File: config.mk
export PLATFORM = sky130hd
export DESIGN_NAME = intc_core
export DESIGN_NICKNAME = d
export VERILOG_FILES = /design/src/rtl/intc_pkg.sv /design/src/rtl/intc_sync.sv /design/src/rtl/intc_src_cell.sv /design/src/rtl/intc_core.sv
export SDC_FILE = /design/constraint.sdc
export NUM_CORES = 1
export LEC_CHECK = 0
export BUFFER_PORTS_ARGS = -buffer_cell sky130_fd_sc_hd__buf_4
export CORE_ASPECT_RATIO = 0.9
export CORE_MARGIN = 3
export CORE_UTILIZATION = 40
export DETAILED_ROUTE_END_ITERATION = 12
export PLACE_DENSITY = 0.57
export SLEW_MARGIN = 5
export SYNTH_ARGS = -nofsm -noshare
export SYNTH_HDL_FRONTEND = slang
export SYNTH_HIERARCHICAL = 1
export SYNTH_SLANG_ARGS = --single-unit
File: constraint.sdc
create_clock -name clk -period 1.7 [get_ports clk]
set_clock_uncertainty 0.1 [all_clocks]
set_input_delay 0.17 -clock clk [delete_from_list [all_inputs] [get_ports clk]]
set_output_delay 0.17 -clock clk [all_outputs]
set_load 0.05 [all_outputs]
File: src/rtl/intc_pkg.sv
package intc_pkg;
  localparam int REG_ADDR_W = 4;
  typedef logic [REG_ADDR_W-1:0] reg_ofs_t;

  // Word offsets of the register port
  localparam reg_ofs_t OFS_STATUS = 4'd0;
  localparam reg_ofs_t OFS_ENABLE = 4'd2;
  localparam reg_ofs_t OFS_CRIT   = 4'd3;
  localparam reg_ofs_t OFS_POL    = 4'd4;
  localparam reg_ofs_t OFS_TRIG   = 4'd5;
  localparam reg_ofs_t OFS_MASKED = 4'd6;
  localparam reg_ofs_t OFS_VEC    = 4'd7;
  localparam reg_ofs_t OFS_VCFG   = 4'd8;
endpackage

File: src/rtl/intc_sync.sv
module intc_sync #(
  parameter int WIDTH  = 32,
  parameter int STAGES = 2
) (
  input  logic             clk,
  input  logic             rst,
  input  logic [WIDTH-1:0] d_i,
  output logic [WIDTH-1:0] q_o
);
  logic [WIDTH-1:0] stg_q [STAGES];

  always_ff @(posedge clk) begin
    if (rst) begin
      for (int i = 0; i < STAGES; i++) stg_q[i] <= '0;
    end else begin
      stg_q[0] <= d_i;
      for (int i = 1; i < STAGES; i++) stg_q[i] <= stg_q[i-1];
    end
  end

  assign q_o = stg_q[STAGES-1];
endmodule

File: src/rtl/intc_src_cell.sv
module intc_src_cell (
  input  logic clk,
  input  logic rst,
  input  logic sync_i,
  input  logic trig_i,
  input  logic pol_i,
  input  logic clr_i,
  output logic stat_o
);
  logic prev_q, stat_q;
  logic rise, fall, active, edge_hit, set_ev;

  always_comb begin
    rise     = sync_i & ~prev_q;
    fall     = ~sync_i & prev_q;
    active   = pol_i ? sync_i : ~sync_i;
    edge_hit = pol_i ? rise : fall;
    set_ev   = trig_i ? edge_hit : active;
  end

  // A new event takes priority over a clear in the same cycle
  always_ff @(posedge clk) begin
    if (rst) begin
      prev_q <= 1'b0;
      stat_q <= 1'b0;
    end else begin
      prev_q <= sync_i;
      if (set_ev)     stat_q <= 1'b1;
      else if (clr_i) stat_q <= 1'b0;
    end
  end

  assign stat_o = stat_q;


  level_clr_ignored_chk: assert property (@(posedge clk) disable iff (rst)
    (clr_i && !trig_i && (pol_i == sync_i)) |=> stat_q);


  edge_beats_clr_chk: assert property (@(posedge clk) disable iff (rst)
    (clr_i && trig_i && pol_i && sync_i && !prev_q) |=> stat_q);


  stat_hold_chk: assert property (@(posedge clk) disable iff (rst)
    (stat_q && !clr_i) |=> stat_q);
endmodule

File: src/rtl/intc_core.sv
module intc_core import intc_pkg::*; #(
  parameter int N_SRC       = 32,
  parameter int SYNC_STAGES = 2
) (
  input  logic                  clk,
  input  logic                  rst,
  input  logic [N_SRC-1:0]      irq_i,
  input  logic [REG_ADDR_W-1:0] bus_addr,
  input  logic                  bus_we,
  input  logic [N_SRC-1:0]      bus_wdata,
  output logic [N_SRC-1:0]      bus_rdata,
  output logic                  irq_norm_o,
  output logic                  irq_crit_o
);
  localparam int MSB = N_SRC - 1;

  logic [N_SRC-1:0] en_q, crit_q, pol_q, trig_q;
  logic [N_SRC-1:0] stat_v, clr_v, masked_v, irq_s;

  intc_sync #(.WIDTH(N_SRC), .STAGES(SYNC_STAGES)) u_sync (
    .clk (clk),
    .rst (rst),
    .d_i (irq_i),
    .q_o (irq_s)
  );

  assign clr_v    = (bus_we && bus_addr == OFS_STATUS) ? bus_wdata : '0;
  assign masked_v = stat_v & en_q;

  // Source k lives at register bit MSB-k
  for (genvar k = 0; k < N_SRC; k++) begin : g_src
    localparam int B = MSB - k;
    intc_src_cell u_cell (
      .clk    (clk),
      .rst    (rst),
      .sync_i (irq_s[k]),
      .trig_i (trig_q[B]),
      .pol_i  (pol_q[B]),
      .clr_i  (clr_v[B]),
      .stat_o (stat_v[B])
    );
  end

  always_ff @(posedge clk) begin
    if (rst) begin
      en_q   <= '0;
      crit_q <= '0;
      pol_q  <= '0;
      trig_q <= '0;
    end else if (bus_we) begin
      case (bus_addr)
        OFS_ENABLE: en_q   <= bus_wdata;
        OFS_CRIT:   crit_q <= bus_wdata;
        OFS_POL:    pol_q  <= bus_wdata;
        OFS_TRIG:   trig_q <= bus_wdata;
        default: ;
      endcase
    end
  end

  always_ff @(posedge clk) begin
    if (rst) begin
      bus_rdata <= '0;
    end else begin
      case (bus_addr)
        OFS_STATUS:        bus_rdata <= stat_v;
        OFS_ENABLE:        bus_rdata <= en_q;
        OFS_CRIT:          bus_rdata <= crit_q;
        OFS_POL:           bus_rdata <= pol_q;
        OFS_TRIG:          bus_rdata <= trig_q;
        OFS_MASKED:        bus_rdata <= masked_v;
        OFS_VEC, OFS_VCFG: bus_rdata <= '0;
        default:           bus_rdata <= '0;
      endcase
    end
  end

  always_ff @(posedge clk) begin
    if (rst) begin
      irq_norm_o <= 1'b0;
      irq_crit_o <= 1'b0;
    end else begin
      irq_norm_o <= |(masked_v & ~crit_q);
      irq_crit_o <= |(masked_v & crit_q);
    end
  end


  masked_read_chk: assert property (@(posedge clk) disable iff (rst)
    (bus_addr == OFS_MASKED) |=> (bus_rdata == $past(stat_v & en_q)));


  vec_read_zero_chk: assert property (@(posedge clk) disable iff (rst)
    (bus_addr == OFS_VEC || bus_addr == OFS_VCFG) |=> (bus_rdata == '0));


  crit_out_chk: assert property (@(posedge clk) disable iff (rst)
    (|(stat_v & en_q & crit_q)) |=> irq_crit_o);


  norm_quiet_chk: assert property (@(posedge clk) disable iff (rst)
    !(|(stat_v & en_q & ~crit_q)) |=> !irq_norm_o);
endmodule

# [Word-level counts from Yosys, hierarchy flattened]
# Memory sizes are Yosys's and may differ from the RTL's.
# Index checks and enable logic that the tools add are counted.
# W data, S select, Z words.
[classes] n_addsub=0 mul=0 n_div=0 magnitude_cmp=0 n_eq_ne=5 shifts=0 muxes=167 n_bitwise=134 reduce_logical=40
[ops] operator="$pmux W32 S6" n=1
[ops] operator="$mux W1" n=163
[ops] operator="$and A32 B32 Y32" n=3
[ops] operator="$mux W32" n=3
[ops] operator="$and A1 B1 Y1" n=64
[ops] operator="$not A1 Y1" n=64
[ops] operator="$reduce_bool A2 Y1" n=32
[ops] operator="$reduce_or A32 Y1" n=2
[ops] operator="$not A32 Y32" n=1
[ops] operator="$eq A4 B3 Y1 const B" n=3
[ops] operator="$eq A4 B2 Y1 const B" n=2
[ops] operator="$reduce_and A2 Y1" n=4
[ops] operator="$logic_not A4 Y1" n=1
[ops] operator="$or A1 B1 Y1" n=2
[ops] operator="$logic_and A1 B1 Y1" n=1
[word_totals] regBits=226 latch_bits=0 mem_bits_rw=64 mem_bits_ro=0 out_inout_bits=34 mem_count=1
[mem_list] memory="u_sync.stg_q" depth=2 width=32 read_ports=2 rd_ports_with_merged_regs=0 write_ports=2 line_no="intc_sync.sv:10" rtl="logic [WIDTH-1:0] stg_q [STAGES];"

# [Longest topological paths before layout]
# Gate-level depths: netlist (run 1).
[logic_depth] word_depth=5 depth_mapped=8 mapped_depth_nobuf=4

# [Modules after synthesis]
# The synthesis (run 1) kept the hierarchy.
[by_module_without_submodules] module="intc_core" n_inst=1 cells_per_inst=946 area_per_inst_um2=7487.2
[by_module_without_submodules] module="intc_src_cell" n_inst=32 cells_per_inst=10 area_per_inst_um2=80.1
[by_module_without_submodules] module="intc_sync" n_inst=1 cells_per_inst=167 area_per_inst_um2=2158.3

# [Worst setup path after synthesis (run 1)]
# No wires, ideal clock.
[synth_path] path_type="input -> register" from="input bus_addr[0]" to="register bus_rdata[13]" setup_ns=0.123 arrival_time_ns=1.373 required_time_ns=1.477 slack_ns=0.103 stages=5 path_buffers=2 path_cell_list="buf_4 > clkbuf_1 > mux2_2 > a221oi_1 > nor3_2"
[synth_between] elab_chain_len=2
[synth_rtl] element="start, declared" line_no="intc_core.sv:8" rtl="input logic [REG_ADDR_W-1:0] bus_addr,"
[synth_rtl] element="$eq A4 B3 Y1 (tied with other cells)" line_no="intc_core.sv:65" rtl="case (bus_addr)"
[synth_rtl] element="$pmux W32 S6 *" line_no="intc_core.sv:65"
[synth_rtl] element="end signal, assigned" line_no="intc_core.sv:66" rtl="OFS_STATUS: bus_rdata <= stat_v;"
[synth_rtl] element="end signal, assigned" line_no="intc_core.sv:67" rtl="OFS_ENABLE: bus_rdata <= en_q;"
[synth_rtl] element="end signal, assigned" line_no="intc_core.sv:68" rtl="OFS_CRIT: bus_rdata <= crit_q;"
[synth_rtl] element="end, declared" line_no="intc_core.sv:11" rtl="output logic [N_SRC-1:0] bus_rdata,"
# Mark *: on every way between the ends. The rest lies on a longest branch, timed or not.
# A chain may end at the register's enable or synchronous reset.

# [Worst setup path after layout (run 1)]
[layout_path] from="input bus_addr[3]" to="register bus_rdata[26]"
# Same word-level chain as after synthesis.

==> results of run 1 <==
-- routing by layer --
layer	GRT usage	routed length, um
met1	0.3107	17080
met2	0.3731	16880
met3	0.03301	2485
met4	0.07337	1328
met5	0	0
-- what timing repair did --
item | in CTS | in global routing
setup buffers | 0 | 1
hold buffers | 73 | 0
endpoints found under the setup margin | 0 | 26
resized for setup | 0 | 3
endpoints found under the hold margin | 203 | 0
-- placed cells by master (no fill, tap or decap), types with 6 or more instances in the layout --
cell type / count
sky130_fd_sc_hd__a31oi_1: 41
sky130_fd_sc_hd__nor2_1: 35
sky130_fd_sc_hd__and2_1: 6
sky130_fd_sc_hd__nor2b_2: 60
sky130_fd_sc_hd__clkbuf_16: 31
sky130_fd_sc_hd__mux2i_1: 13
sky130_fd_sc_hd__nand2b_1: 33
sky130_fd_sc_hd__clkinv_2: 6
sky130_fd_sc_hd__o22ai_1: 16
sky130_fd_sc_hd__mux2_2: 18
sky130_fd_sc_hd__dlygate4sd3_1: 73
sky130_fd_sc_hd__nand3_1: 67
sky130_fd_sc_hd__clkbuf_8: 6
sky130_fd_sc_hd__nand2_1: 346
sky130_fd_sc_hd__a21o_1: 15
sky130_fd_sc_hd__o221a_2: 12
sky130_fd_sc_hd__a22o_1: 10
sky130_fd_sc_hd__clkbuf_1: 8
sky130_fd_sc_hd__dfxtp_1: 290
sky130_fd_sc_hd__a32oi_1: 6
sky130_fd_sc_hd__nor4_1: 7
sky130_fd_sc_hd__buf_12: 11
sky130_fd_sc_hd__o21ai_1: 32
sky130_fd_sc_hd__nor2b_1: 36
sky130_fd_sc_hd__buf_4: 179
sky130_fd_sc_hd__a21oi_1: 140
sky130_fd_sc_hd__a22oi_1: 9
sky130_fd_sc_hd__a221oi_1: 13
sky130_fd_sc_hd__nor3_2: 10
sky130_fd_sc_hd__a222oi_1: 10
sky130_fd_sc_hd__nand4_1: 8
sky130_fd_sc_hd__inv_1: 32
sky130_fd_sc_hd__and3_1: 32
-- registers in the layout, summed over array words and instances, names as in the netlist --
signal               flops
pol_q                   32
irq_norm_o               1
g_src.u_cell/prev_q     32
g_src.u_cell/stat_o     32
trig_q                  32
u_sync/stg_q            64
crit_q                  32
en_q                    32
irq_crit_o               1
bus_rdata               32
-- worst min path at each step --
stage           startpoint                endpoint  slack [ns]  cells past startpoint
2_1_floorplan          rst  g_src[0].u_cell/stat_o        0.14                      1
3_3_place_gp     irq_i[15]     u_sync/stg_q[0][15]        0.28                      2
3_5_place_dp     irq_i[14]     u_sync/stg_q[0][14]        0.28                      2
4_1_cts        bus_addr[2]            bus_rdata[2]        0.02                      4
5_1_grt        bus_addr[2]            bus_rdata[2]        0.04                      4
6_report       bus_addr[2]            bus_rdata[2]        0.04                      4
-- where the power goes --
part	internal (mW)	switching [mW]	total [mW]
registers	6.99	0.147	7.14
logic	0.604	0.674	1.28
clock network	3.58	2.68	6.26
-- logic make-up after synthesis --
kind of cell,after synthesis,share of synthesized area
buffers and inverters,151,0.06918
DFF,290,0.4756
and+or+nand+nor,654,0.2713
AOI/OAI and AO/OA,307,0.1567
muxes,31,0.02726
-- stage by stage --
| step | utilization | area, um2 | TNS [ns] |
|---|---|---|---|
| floorplan | - | 12210 | 0 |
| global placement | 0.4537 | 13590 | -0.5575 |
| detailed placement | 0.4537 | 13590 | -2.191 |
| CTS | 0.5092 | 15250 | 0 |
| global route | 0.5097 | 15270 | -0.05288 |
| finish | 0.5097 | 15270 | 0 |
-- area by class of cell --
class | count | share of cell area
Timing Repair Buffer | 266 | 0.1527
Clock inverter | 8 | 0.002950
Tap cell | 403 | 0.03302
Inverter | 32 | 0.007867
Multi-Input combinational cell | 992 | 0.3650
Sequential cell | 290 | 0.3802
Clock buffer | 45 | 0.05818
-- worst max-delay path: stages --
cell and delay, ns:
sky130_fd_sc_hd__dlygate4sd3_1 0.54, sky130_fd_sc_hd__buf_4 0.22, sky130_fd_sc_hd__nor4_4 0.34, sky130_fd_sc_hd__buf_6 0.30, sky130_fd_sc_hd__a22oi_1 0.13, sky130_fd_sc_hd__a31oi_1 0.31
==> impl_results.md, run 1 <==
* First-pass GRT wire length at 58.82 mm
* Most used flip-flop cell after synthesis: sky130_fd_sc_hd__dfxtp_1
* Clock-pin slew on the worst setup and hold paths at 0.06 ns
* CP Data Arrival Time at 2.01 ns
* Hold Violations, Final at 0
* Synth top area cells: sky130_fd_sc_hd__dfxtp_1 48%, sky130_fd_sc_hd__nand2_1 11%, sky130_fd_sc_hd__a21oi_1 5.7%
* Final critical delay including setup and external delays at 1.670 ns
* Top-level I/O count at 105
* Layout cell share with drive strength beyond 1 at 0.2113
* F_max at about 600 MHz
* Power density over the cells at between 900 and 1000 nW/um2
* Critical register-to-register path endpoint: irq_norm_o
* Max rail drop VDD at 0.7329 mV
* Detailed placer's ending HPWL at 25.47 mm
* Clock tree from TritonCTS: built
* Worst slew pin tran at 1.082 ns
* Library cell used as clock root buffer: sky130_fd_sc_hd__clkbuf_16
* Endpoint class of the critical path: flip-flop
* Number of standard cells in the layout, taps in and fillers out at 2036
* Clk sink count at 290
* Routed wire per std cell at 18.56 um
* Final period util at 0.9824
* Routed wire length at approximately 38 mm
* Fraction of synthesized cell area taken by the top area cell type at 0.4756
* CTS Buf Count at 30
* Biggest area consumer among synthesized cells: sky130_fd_sc_hd__dfxtp_1
* Largest fanout of any net on the critical path at 24
* Final #Nets at roughly 1.7k
* Post-synthesis cell type count at between 40 and 50
* Capturing element of the worst setup path: bus_rdata[26]
* Number of placed instances, taps included at 1909
* FF+latch area at 5806 um2
* Standard-cell rows at 60
* Post-synth net total at ~1.5k
* Static Leak at 5.793 nW
* Worst-case headroom to the max-slew limit at 0.2782
* Number of enable flip-flop cells after synthesis at 0
* Final setup violation count at 0
* Vias per cell at 5.297
* DIE AREA at around 33000 um2
* Critical path type: in2reg
* Insertion delay of the later-clocked pin in the worst-skew pair at about 0.57 ns
* Crit Reg-Reg Startpoint: g_src[24].u_cell/stat_o
* Global router's overall resource usage at 0.2274
* Cell types with the highest counts after synthesis: 346 x sky130_fd_sc_hd__nand2_1, 290 x sky130_fd_sc_hd__dfxtp_1, 140 x sky130_fd_sc_hd__a21oi_1
* First-pass DRT Iterations at 6
* Cells after Synth at between 1k and 1.5k
* Logic depth of the worst register-to-register path at 5
* Final hold slack at 0.04184 ns
* Worst setup slack after layout at 0.02989 ns
* Antenna violations before repair at 0
* Max capacitance violation total at 0
* Hold WC Path Type: in2reg
* Ant diodes at 0
* Number of buffers between clock root and the deepest sink at 3
* Chip Width at about 190 um
* Fillers at ~2.9k
* Area growth from synthesis to final layout at 25.07%
* Count of synthesis-stage warnings from yosys at 6
* Footprint of the multi-input gates at about 5600 um2
* Number of synthesized register bits at 290
* Largest net degree at the start of global routing at 70
* Die height at 171.7 um
* Vias at about 11k
* Remaining DRCs at 0
* Max Transition Viols Final at 0
* Data required time of the critical path at just over 2 ns
* Mapped Avg Cell Area at 8.519 um2
* Outcome: completed
* Aggregate global routing overflow at 0
* Core box area at 29950 um2
* Setup slack after placement at -0.1122 ns
* H-tree depth at 1
* Count of antenna-violating nets left after detailed routing at 0
* PortBufs at ~100
* R2R Setup Slk at 0.12 ns
* Starting density of the core at 0.4076
* Post-layout power at 14.68 mW
* Via count of the first global-routing pass at 10.39k
* Global placement routability congestion at 0.8991
* Setup repair after global routing missed its margin: true
* Synth async-reset ratio at 0
* Library cell with the highest instance count after synthesis: sky130_fd_sc_hd__nand2_1
* Critical path launch point type: primary input
* DR iter-0 viols at between 800 and 900
* Part of the Yosys area used for sequential elements at 0.4756
* Launching instance or port of the critical path: bus_addr[3]
* Summed instance area of the synthesized netlist at around 12000 um2
Power figures use the tool's default switching activity.
==> inputs of run 2 (changes only) <==
--- a/config.mk
+++ b/config.mk
@@ -5,7 +5,9 @@
 export SDC_FILE = /design/constraint.sdc
 export NUM_CORES = 1
 export LEC_CHECK = 0
+export ABC_AREA = 1
 export BUFFER_PORTS_ARGS = -buffer_cell sky130_fd_sc_hd__buf_4
+export CAP_MARGIN = 10
 export CORE_ASPECT_RATIO = 0.9
 export CORE_MARGIN = 3
 export CORE_UTILIZATION = 40
==> run 2 against run 1 <==
Flip-flop and latch count is the same. Hold slack lost 0.014 ns. Setup slack gained 0.030 ns. Global-route usage shrank 3.3 points. Die area grew 3.7%. Critical endpoint is now trig_q[12]. Area after synthesis grew 3.8%. First-iteration DRC count shrank 18%.
==> impl_results.md, run 2 <==
* Worst hold path depth at 6 (was 4)
* Worst-case headroom to the max-slew limit at 0.7728 (was 0.2782)
* Switching power share of the total at 0.2380 (was 0.2386)
* Final critical delay including setup and external delays at 1.640 ns (was 1.670 ns)
* Number of buffers between clock root and the deepest sink at 3 (unchanged)
* Outcome: completed (unchanged)
* Remaining DRCs at 0 (unchanged)
* Die height at 174.9 um (was 171.7 um)
* Sum of negative setup slack at 0 ns (unchanged)
* First-pass GRT wire length at 54.87 mm (was 58.82 mm)
* Count of synthesis-stage warnings from yosys at 6 (unchanged)
* Insertion delay of the later-clocked pin in the worst-skew pair at 0.56 ns (was 0.57 ns)
* Data required time of the critical path at 2.11 ns (was 2.04 ns)
* Count of antenna-violating nets left after detailed routing at 0 (unchanged)
* Critical register-to-register path endpoint: irq_crit_o (was irq_norm_o)
* Most frequent cells in the layout: 357 x sky130_fd_sc_hd__inv_1, 315 x sky130_fd_sc_hd__nand2_1, 309 x sky130_fd_sc_hd__nor2_1 (was 346 x sky130_fd_sc_hd__nand2_1, 290 x sky130_fd_sc_hd__dfxtp_1, 179 x sky130_fd_sc_hd__buf_4)
* Routed wire per std cell at 14.05 um (was 18.56 um)
* Post-synth net total at 1915 (was 1504)
* Synth top area cells: sky130_fd_sc_hd__dfxtp_1 46%, sky130_fd_sc_hd__inv_1 11%, sky130_fd_sc_hd__nand2_1 9.3% (was sky130_fd_sc_hd__dfxtp_1 48%, sky130_fd_sc_hd__nand2_1 11%, sky130_fd_sc_hd__a21oi_1 5.7%)
* Number of buffers inserted by post-CTS setup repair at 0 (unchanged)
* Logic pwr share at 0.078 (was 0.087)
* Mapped Avg Cell Area at 6.874 um2 (was 8.519 um2)
* Routed wire length at 33.76 mm (was 37.78 mm)
* Final #Nets at 2045 (was 1683)
* Most flop-heavy register: u_sync/stg_q (unchanged)
* Summed instance area of the synthesized netlist at 12680 um2 (was 12210 um2)
* Global placement routability congestion at 0.8156 (was 0.8991)
* Internal power consumption at 11.37 mW (was 11.18 mW)
* Fraction of power consumed by sequential logic at 0.482 (was 0.487)
* Critical path launch point type: primary input (unchanged)
* Chip Width at 193.6 um (was 190.2 um)
* PortBufs at 104 (unchanged)
* Vias at 11.43k (was 10.78k)
* Largest net degree at the start of global routing at 65 (was 70)
* Layout cell share with drive strength beyond 1 at 0.09834 (was 0.2113)
* Footprint of the multi-input gates at 4900 um2 (was 5573 um2)
* Post-synthesis cell type count at 20 (was 45)
* R2R Setup Slk at 0.33 ns (was 0.12 ns)
* Number of enable flip-flop cells after synthesis at 0 (unchanged)
* Global router's overall resource usage at 0.1943 (was 0.2274)
* CP Data Arrival Time at 2.05 ns (was 2.01 ns)
* Logic depth of the worst register-to-register path at 6 (was 5)
* Most used flip-flop cell after synthesis: sky130_fd_sc_hd__dfxtp_1 (unchanged)
* Fillers at 3099 (was 2879)
* Critical path type: in2reg (unchanged)
* Net Switching at 3.550 mW (was 3.502 mW)
* Library cell used as clock root buffer: sky130_fd_sc_hd__clkbuf_16 (unchanged)
* Power density over the cells at 964.1 nW/um2 (was 961.4 nW/um2)
* Library cell with the highest instance count after synthesis: sky130_fd_sc_hd__inv_1 (was sky130_fd_sc_hd__nand2_1)
* Main combinational cell family by area after synthesis: simple AND/OR/NAND/NOR gates (unchanged)
* Aggregate global routing overflow at 0 (unchanged)
* Hold Violations, Final at 0 (unchanged)
* DR iter-0 viols at 735 (was 891)
* Max Transition Viols Final at 0 (unchanged)
* Endpoint class of the critical path: flip-flop (unchanged)
* DIE AREA at 33860 um2 (was 32660 um2)
* Cells after Synth at 1844 (was 1433)
* Clock tree from TritonCTS: built (unchanged)
* FF+latch area at 5806 um2 (unchanged)
* Final setup violation count at 0 (unchanged)
* First-pass DRT Iterations at 5 (was 6)
* Clk sink count at 290 (unchanged)
* H-tree depth at 1 (unchanged)
* Worst slew pin tran at 0.3407 ns (was 1.082 ns)
* Synth async-reset ratio at 0 (unchanged)
* Ant diodes at 0 (unchanged)
* Post-synthesis adder-cell area fraction at 0 (unchanged)
* Multiplexer share of the synthesized area at 0 (was 0.02726)
* Area growth from synthesis to final layout at 22.05% (was 25.07%)
* F_max at 609.7 MHz (was 598.8 MHz)
* Vias per cell at 4.760 (was 5.297)
* Core box area at 31060 um2 (was 29950 um2)
* Portion of total power attributed to the clock network at 0.440 (was 0.426)
* Launching instance or port of the critical path: bus_we (was bus_addr[3])
* Part of the Yosys area used for sequential elements at 0.4580 (was 0.4756)
* Static Leak at 6.593 nW (was 5.793 nW)
* Post-Synth XOR/XNOR Area at 0 (unchanged)
* Worst hold start: bus_addr[0] (was bus_addr[2])
* Max rail drop VDD at 0.8944 mV (was 0.7329 mV)
* Setup repair after global routing missed its margin: false (was true)
* Clock-pin slew on the worst setup and hold paths at 0.06 ns (about the same)
* Post-synthesis simple-gate area fraction at 0.2693 (was 0.2713)
* Endpoint of the worst hold-timing path: pol_q[30] (was bus_rdata[2])
* Number of synthesized register bits at 290 (unchanged)
* Final period util at 0.9648 (was 0.9824)
* Antenna violations before repair at 0 (unchanged)
* Max capacitance violation total at 0 (unchanged)
* Fraction of synthesized cell area taken by the top area cell type at 0.4580 (was 0.4756)
* Top-level I/O count at 105 (unchanged)
* CTS Buf Count at 31 (was 30)
* Most common library cell in the layout ignoring fill and taps: sky130_fd_sc_hd__inv_1 (was sky130_fd_sc_hd__nand2_1)
* Complex-gate fraction of the synthesized area at 0.1169 (was 0.1567)
* Max FFs per register at 64 (unchanged)
* Cell types with the highest counts after synthesis: 357 x sky130_fd_sc_hd__inv_1, 315 x sky130_fd_sc_hd__nand2_1, 309 x sky130_fd_sc_hd__nor2_1 (was 346 x sky130_fd_sc_hd__nand2_1, 290 x sky130_fd_sc_hd__dfxtp_1, 140 x sky130_fd_sc_hd__a21oi_1)
* Detailed placer's ending HPWL at 21.65 mm (was 25.47 mm)
* Setup slack after placement at 0.09630 ns (was -0.1122 ns)
* Crit Reg-Reg Startpoint: g_src[3].u_cell/stat_o (was g_src[24].u_cell/stat_o)
* Worst setup slack after layout at 0.05981 ns (was 0.02989 ns)
* Standard-cell rows at 61 (was 60)
* Hold WC Path Type: in2reg (unchanged)
* Starting density of the core at 0.4081 (was 0.4076)
* Largest fanout of any net on the critical path at 35 (was 24)
* Via count of the first global-routing pass at 10.79k (was 10.39k)
* Biggest area consumer among synthesized cells: sky130_fd_sc_hd__dfxtp_1 (unchanged)
## run 2: changes by cell type in the layout (fill, tap and decap cells not counted), sizes merged, moves of 41 or more
| cell | change |
|---|---|
| inv | +332 |
| nor2 | +277 |
| nand3 | +107 |
| a21oi | -103 |
| a211oi | +96 |
| nor2b | -96 |
| o21ai | +78 |
| buf | -59 |
| a31oi | -41 |
## run 2: worst max-delay path, stage by stage
cell and delay, ns:
sky130_fd_sc_hd__dlygate4sd3_1 0.53, sky130_fd_sc_hd__buf_4 0.21, sky130_fd_sc_hd__nand2_1 0.14, sky130_fd_sc_hd__buf_12 0.25, sky130_fd_sc_hd__nand2_1 0.08, sky130_fd_sc_hd__a21oi_1 0.12
sky130_fd_sc_hd__dlygate4sd3_1 0.55
## run 2: cell families after synthesis
logic type             Yosys count
flip-flops                     290
AND/OR/NAND/NOR                835
AO/OA/AOI/OAI                  247
buffers and inverters          472
## run 2: worst max-delay path by stage
stage                              end  slack (ns)  cells after the start
2_1_floorplan  g_src[10].u_cell/stat_o        0.41                      9
3_3_place_gp             bus_rdata[25]        0.09                      8
3_5_place_dp             bus_rdata[27]         0.1                      7
4_1_cts                     trig_q[12]         0.1                      7
5_1_grt                     trig_q[12]        0.02                      7
6_report                    trig_q[12]        0.06                      7
## run 2: timing repair
| action | 4_1_cts | 5_1_grt |
|---|---|---|
| setup endpoints to repair | 0 | 0 |
| resized for setup | 0 | 0 |
| hold buffers | 72 | 0 |
| hold endpoints to repair | 201 | 0 |
## run 2: stage by stage
step                cell area, um2  instances  hold slack (ns)  total power, mW  utilization
finish                       15470       2402          0.02779            14.92       0.4980
global route                 15470       2402          0.05350            15.50       0.4980
CTS                          15470       2402         0.003228            15.10       0.4980
detailed placement           13770       2278           0.2770            8.367       0.4432
global placement             13770       2278           0.2717            8.349       0.4432
floorplan                    12680       1844           0.1412            7.920            -
## run 2: final cells by class
cell class                      count  area share
Multi-Input combinational cell   1082      0.3167
Timing Repair Buffer              206      0.1234
Sequential cell                   290      0.3753
Tap cell                          409     0.03308
Clock inverter                     11    0.007036
Clock buffer                       41     0.05645
Inverter                          363     0.08807
## run 2: routing by layer
layer,share of wire,up-vias,wire [um],global-route usage
li1,-,5942,-,-
met1,0.50,5210,16760,0.2824
met2,0.43,237,14610,0.3099
met3,0.052,44,1742,0.02545
met4,0.019,0,638,0.04339
met5,0,-,0,0
## run 2: power by group through the flow
stage | logic (mW) | registers, mW | clock network, mW
after floorplan | 0.590 | 7.33 | 0
after global placement | 1.02 | 7.33 | 0
after detailed placement | 1.03 | 7.34 | 0
after CTS | 1.16 | 7.19 | 6.75
after global routing | 1.29 | 7.22 | 6.99
final | 1.16 | 7.19 | 6.57
